`config.mk`:
```
export PLATFORM = sky130hd
export DESIGN_NAME = evt_readout_seq
export DESIGN_NICKNAME = d
export VERILOG_FILES = /design/src/rtl/evt_readout_seq_pkg.sv /design/src/rtl/evt_readout_seq_ctrl.sv /design/src/rtl/evt_readout_seq_dp.sv /design/src/rtl/evt_readout_seq.sv
export SDC_FILE = /design/constraint.sdc
export NUM_CORES = 1
export LEC_CHECK = 0
export BUFFER_PORTS_ARGS = -buffer_cell sky130_fd_sc_hd__buf_2
export CORE_MARGIN = 5
export CORE_UTILIZATION = 50
export CTS_CLUSTER_SIZE = 10
export DETAILED_ROUTE_END_ITERATION = 16
export PLACE_DENSITY = 0.83
export SETUP_SLACK_MARGIN = 0.2
export SYNTH_ARGS = -nofsm -noshare
export SYNTH_HDL_FRONTEND = slang
export SYNTH_SLANG_ARGS = --single-unit
export TNS_END_PERCENT = 30
```
`constraint.sdc`:
```
create_clock -name clk -period 2.4 [get_ports clk]
set_input_delay 0.24 -clock clk [delete_from_list [all_inputs] [get_ports clk]]
set_output_delay 0.24 -clock clk [all_outputs]
set_load 0.05 [all_outputs]
```
`src/rtl/evt_readout_seq_pkg.sv`:
```
package evt_readout_seq_pkg;

  typedef enum logic [2:0] {
    ST_IDLE,
    ST_CAPTURE,
    ST_SETTLE,
    ST_CLOCKING,
    ST_RELEASE,
    ST_RESET
  } seqState_e;

  // Strobes from the sequencer to the datapath
  typedef struct packed {
    logic captureStamp;
    logic clearShift;
    logic shiftEn;
  } dpCtrl_t;

endpackage

```
`src/rtl/evt_readout_seq_ctrl.sv`:
```
module evt_readout_seq_ctrl
  import evt_readout_seq_pkg::*;
#(
  parameter int SETTLE_CYCLES = 200,
  parameter int CHIP_BITS     = 16,
  parameter int RESET_CYCLES  = 4
) (
  input  logic    clk,
  input  logic    rstN,
  input  logic    srqIn,
  output logic    srqDrive,
  output logic    chipClk,
  output logic    chipReset,
  output logic    evtValid,
  output dpCtrl_t dpCtrl
);

  localparam int SETTLE_W = $clog2(SETTLE_CYCLES + 1);
  localparam int BIT_W    = $clog2(CHIP_BITS + 1);
  localparam int RST_W    = $clog2(RESET_CYCLES + 1);
  localparam logic [SETTLE_W-1:0] SETTLE_LAST = SETTLE_W'(SETTLE_CYCLES - 1);
  localparam logic [BIT_W-1:0]    BIT_LAST    = BIT_W'(CHIP_BITS - 1);
  localparam logic [RST_W-1:0]    RST_LAST    = RST_W'(RESET_CYCLES - 1);

  seqState_e            state;
  logic                 armed;
  logic                 phase;
  logic [SETTLE_W-1:0]  settleCnt;
  logic [BIT_W-1:0]     bitCnt;
  logic [RST_W-1:0]     rstCnt;

  always_ff @(posedge clk or negedge rstN) begin
    if (!rstN) begin
      state     <= ST_IDLE;
      armed     <= 1'b0;
      phase     <= 1'b0;
      settleCnt <= '0;
      bitCnt    <= '0;
      rstCnt    <= '0;
    end else begin
      case (state)
        ST_IDLE: begin
          if (!srqIn) begin
            armed <= 1'b1;
          end else if (armed) begin
            armed <= 1'b0;
            state <= ST_CAPTURE;
          end
        end
        ST_CAPTURE: begin
          settleCnt <= '0;
          state     <= ST_SETTLE;
        end
        ST_SETTLE: begin
          if (settleCnt == SETTLE_LAST) begin
            bitCnt <= '0;
            phase  <= 1'b0;
            state  <= ST_CLOCKING;
          end else begin
            settleCnt <= settleCnt + 1'b1;
          end
        end
        ST_CLOCKING: begin
          if (!phase) begin
            phase <= 1'b1;
          end else begin
            phase <= 1'b0;
            if (bitCnt == BIT_LAST) begin
              state <= ST_RELEASE;
            end else begin
              bitCnt <= bitCnt + 1'b1;
            end
          end
        end
        ST_RELEASE: begin
          rstCnt <= '0;
          state  <= ST_RESET;
        end
        ST_RESET: begin
          if (rstCnt == RST_LAST) begin
            state <= ST_IDLE;
          end else begin
            rstCnt <= rstCnt + 1'b1;
          end
        end
        default: state <= ST_IDLE;
      endcase
    end
  end

  always_comb begin
    srqDrive  = (state == ST_CAPTURE) || (state == ST_SETTLE) || (state == ST_CLOCKING);
    chipClk   = (state == ST_CLOCKING) && !phase;
    chipReset = (state == ST_RESET);
    evtValid  = (state == ST_RELEASE);
    dpCtrl.captureStamp = (state == ST_IDLE) && srqIn && armed;
    dpCtrl.clearShift   = (state == ST_CAPTURE);
    dpCtrl.shiftEn      = (state == ST_CLOCKING) && !phase;
  end

endmodule

```
`src/rtl/evt_readout_seq_dp.sv`:
```
module evt_readout_seq_dp
  import evt_readout_seq_pkg::*;
#(
  parameter int NUM_CHIPS  = 2,
  parameter int CHIP_BITS  = 16,
  parameter int STAMP_BITS = 32
) (
  input  logic                           clk,
  input  logic                           rstN,
  input  dpCtrl_t                        dpCtrl,
  input  logic [NUM_CHIPS-1:0]           chipData,
  output logic [STAMP_BITS-1:0]          evtStamp,
  output logic [NUM_CHIPS*CHIP_BITS-1:0] evtData
);

  logic [STAMP_BITS-1:0] tsCount;
  logic [STAMP_BITS-1:0] stampReg;

  always_ff @(posedge clk or negedge rstN) begin
    if (!rstN) begin
      tsCount  <= '0;
      stampReg <= '0;
    end else begin
      tsCount <= tsCount + 1'b1;
      if (dpCtrl.captureStamp) stampReg <= tsCount;
    end
  end

  assign evtStamp = stampReg;

  for (genvar g = 0; g < NUM_CHIPS; g++) begin : gChip
    logic [CHIP_BITS-1:0] shiftReg;
    always_ff @(posedge clk or negedge rstN) begin
      if (!rstN) begin
        shiftReg <= '0;
      end else if (dpCtrl.clearShift) begin
        shiftReg <= '0;
      end else if (dpCtrl.shiftEn) begin
        shiftReg <= {shiftReg[CHIP_BITS-2:0], chipData[g]};
      end
    end
    assign evtData[g*CHIP_BITS +: CHIP_BITS] = shiftReg;
  end

endmodule

```
`src/rtl/evt_readout_seq.sv`:
```
module evt_readout_seq
  import evt_readout_seq_pkg::*;
#(
  parameter int NUM_CHIPS      = 2,
  parameter int WORD_BITS      = 8,
  parameter int WORDS_PER_CHIP = 2,
  parameter int STAMP_BITS     = 32,
  parameter int SETTLE_CYCLES  = 200,
  parameter int RESET_CYCLES   = 4,
  localparam int CHIP_BITS     = WORD_BITS * WORDS_PER_CHIP,
  localparam int DATA_W        = NUM_CHIPS * CHIP_BITS
) (
  input  logic                  clk,
  input  logic                  rstN,
  input  logic                  srqIn,
  output logic                  srqDrive,
  output logic                  chipClk,
  output logic                  chipReset,
  input  logic [NUM_CHIPS-1:0]  chipData,
  output logic                  evtValid,
  output logic [STAMP_BITS-1:0] evtStamp,
  output logic [DATA_W-1:0]     evtData
);

  dpCtrl_t dpCtrl;

  evt_readout_seq_ctrl #(
    .SETTLE_CYCLES(SETTLE_CYCLES),
    .CHIP_BITS    (CHIP_BITS),
    .RESET_CYCLES (RESET_CYCLES)
  ) u_ctrl (
    .clk      (clk),
    .rstN     (rstN),
    .srqIn    (srqIn),
    .srqDrive (srqDrive),
    .chipClk  (chipClk),
    .chipReset(chipReset),
    .evtValid (evtValid),
    .dpCtrl   (dpCtrl)
  );

  evt_readout_seq_dp #(
    .NUM_CHIPS (NUM_CHIPS),
    .CHIP_BITS (CHIP_BITS),
    .STAMP_BITS(STAMP_BITS)
  ) u_dp (
    .clk     (clk),
    .rstN    (rstN),
    .dpCtrl  (dpCtrl),
    .chipData(chipData),
    .evtStamp(evtStamp),
    .evtData (evtData)
  );

endmodule

```
==> results.md <==
- Root Driver: clkbuf_8
- Vias: 3,565
- # nets final: 530
- DP HPWL: 6710 um
- Initial Util: 0.5122
- Setup Crit Path Kind: reg -> out
- Hold Path Class: in -> async
- Final hold vios: 0
- CTS tree: yes
- Chip width: 109.8 um
- RSZ-0062 raised after global routing: no
- Post-synth cell types: 49
- Max Clk Rate: 0.4842 GHz
- Mapped Cells: 426
- Sw Share: 0.1967
- Routed Antenna Nets: 0
- CTS Buf Count: 17
- Die area: 12,060 um^2
- Clk slew on worst S/H paths: 0.06 ns
- Num rows: 36
- DP Area: 5515 um^2
- Synth async-reset ratio: 1.000
- Grt total ovfl: 0
- Setup ws final: 0.3347 ns
- P per Cell Area: 725.8 nW/um^2
- Largest net degree at the start of global routing: 50
- Synth Area per Inst: 11.70 um^2
- Final GP Congestion: 0.7917
- Register area share after synthesis: 0.5875
- CP endpoint kind: output pin
- Final setup violation count: 0
- Initial antenna violation count: 0
- GR Layer Usage met2: 0.3037
- Clk Latency, worst-skew pair: 0.52 ns
- Combinational Power Share: 0.012
- Period utilization: 0.8605
- Max Clock Skew: 0.009963 ns
- Setup TNS: 0 ns
- Max cap viols: 0
- Cell Area, Synth: 4984 um^2
- R2R Path Start: u_ctrl.bitCnt[0]
- Core area: 9729 um^2
- DRC viols: 0
- Number of fillers in the final layout: 754
- Post-Syn Nets: 437
- Max-slew violation count: 0
- Routed vias/inst: 5.369
- Drt wl/cell: 15.60 um
- Clock power frac: 0.549
- I/O pins: 73
- CP max FO: 16
- Drt pass-1 iters: 4
- Worst slack, placed: 0.4056 ns
- R2R setup slack: 0.38 ns
- Status: complete, no violations
- Critical R2R Capture: u_ctrl.bitCnt[3]
- Max Root-Sink Buffers: 2
- EDFF count, synth: 0
- Max_slew headroom: 0.5276
- Gr usage total: 0.1859
- CTS HTree Levels: 4
- Actual slew at the worst max-slew pin: 0.7060 ns
- Most used DFF post-synth: dfrtp_1
- IO buf count: 72
- M3 GR Usage: 0.05989
- Ant diodes: 0
- Placed insts: 623
- Global-route wire length before repair: 17,440 um
- Layout cells sized above 1: 0.3051
- Clock sinks: 117
- Cell internal pwr: 0.003610 W
- Fin area: 6192 um^2
- Area growth, synth to finish: 24.25%
- Min Tclk post-route: 2.065 ns
- Most used routing layer: met2
- FF/Latch Area: 2932 um^2
- Reg2reg path depth: 7
- Net switching power: 0.0008840 W
- Post-Layout Cell Count: 664
- WP data required: 2.16 ns
- Yosys warning total: 0
- WL final: 10,360 um
- Critical path data arrival time: 1.83 ns
- Worst Setup Start Kind: flip-flop
- Area of the multi-input gates: 1933 um^2
- Flop pwr share: 0.439
- Synthesized flop and latch total: 117
- Initial DRC count: 218
- VDD IR-drop max: 0.0004631 V
- Vias in the first global route: 3,606
- Grt met1 use: 0.2300
- Leak: 3.174 nW
- Die height: 109.8 um
==> sequential cells by signal, indices dropped and copies added (netlist names) <==
name                 cells
u_ctrl.rstCnt            3
u_ctrl.bitCnt            5
u_ctrl.armed             1
u_ctrl.phase             1
u_dp.gChip.shiftReg     32
u_dp.tsCount            32
u_ctrl.state             3
u_ctrl.settleCnt         8
u_dp.evtStamp           32
==> per-layer routing <==
metal | share of wire | up-vias
met5 | 0 | -
met4 | 0.015 | 0
met3 | 0.051 | 14
met2 | 0.51 | 94
met1 | 0.42 | 1773
li1 | - | 1684
==> cells in the mapped netlist, types with 3 or more instances <==
cell	number	area [um^2]
a211o_1	3	26.28
a21o_1	3	22.52
a21oi_1	27	135.1
a22o_1	16	140.1
and2_1	4	25.02
and3_1	9	56.30
buf_2	5	25.02
buf_4	5	37.54
clkbuf_1	6	22.52
dfrtp_1	117	2928
ha_1	6	75.07
inv_1	9	33.78
mux2_2	31	349.1
nand2_1	60	225.2
nand2b_1	5	31.28
nand3_1	20	100.1
nand4_1	10	62.56
nor2_1	12	45.04
nor3_1	6	30.03
nor4_1	3	18.77
o21ai_0	5	25.02
xnor2_1	24	210.2
xor2_1	6	52.55
==> layout make-up <==
class                      instances  area share
inverter                          10    0.006062
multi-input combinational        282      0.3122
sequential                       117      0.4734
clock inverter                     9     0.02061
tap                              133     0.02687
clock buffer                      22     0.07315
timing repair buffer              91     0.08769
==> how the worst max path moves through the flow <==
| stage | from | to | slack (ns) | cells past startpoint |
|---|---|---|---|---|
| floorplan | u_ctrl.bitCnt[0] | u_ctrl.bitCnt[3] | 0.52 | 7 |
| global placement | u_ctrl.bitCnt[0] | u_ctrl.bitCnt[3] | 0.48 | 7 |
| detailed placement | u_ctrl.bitCnt[0] | u_ctrl.bitCnt[3] | 0.41 | 7 |
| CTS | u_ctrl.state[0] | chipClk | 0.23 | 4 |
| global route | u_ctrl.state[2] | chipClk | 0.22 | 5 |
| finish | u_ctrl.state[2] | chipClk | 0.33 | 5 |
==> critical path: stages, from the launching register on <==
cell	delay (ns)
dfrtp_2	0.46
nor2b_4	0.18
nand3b_1	0.13
inv_2	0.10
buf_4	0.21
buf_4	0.23
==> layout by cell type (no fill, tap or decap), types with 6 or more instances in the layout <==
cell         n
nand3_1     20
and3_1       9
nor2_1      12
ha_1         6
dfrtp_1    114
buf_4       15
inv_1        9
xor2_1       6
nor3_1       6
xnor2_1     24
a22o_1      16
mux2_2      31
a21oi_1     27
nand4_1     10
buf_2       70
nand2_1     60
clkbuf_16   16
==> power groups by stage <==
| stage | Clock [W] | Combinational (W) | Sequential (W) |
|---|---|---|---|
| global placement | 0 | 0.0000501 | 0.00201 |
| floorplan | 0 | 0.00000130 | 0.00201 |
| detailed placement | 0 | 0.0000520 | 0.00201 |
| CTS | 0.00250 | 0.0000575 | 0.00197 |
| global route | 0.00260 | 0.0000642 | 0.00197 |
| finish | 0.00247 | 0.0000541 | 0.00197 |
==> timing repair <==
action,4_1_cts,5_1_grt
endpoints found under the hold margin,49,0
hold buffers,4,0
pin swaps,0,0
resized for setup,4,1
setup buffers,0,6
endpoints found under the setup margin,1,2
==> per-stage QoR <==
step | hold slack, ns | power [W] | util
after floorplan | -0.05559 | 0.002011 | -
after global placement | 0.2926 | 0.002059 | 0.5669
after detailed placement | 0.3052 | 0.002061 | 0.5669
after CTS | 0.3066 | 0.004528 | 0.6317
after global routing | 0.3509 | 0.004636 | 0.6364
final | 0.2893 | 0.004494 | 0.6364
==> kinds of logic after synthesis <==
kind of cell	after synthesis	synth area share
buf+inv	27	0.02561
mux	32	0.07231
compound gates	64	0.08612
flops	117	0.5875
fa+ha+maj	6	0.01506
simple gates	150	0.1607
xor+xnor	30	0.05272
(Power assumes the default switching activity.)
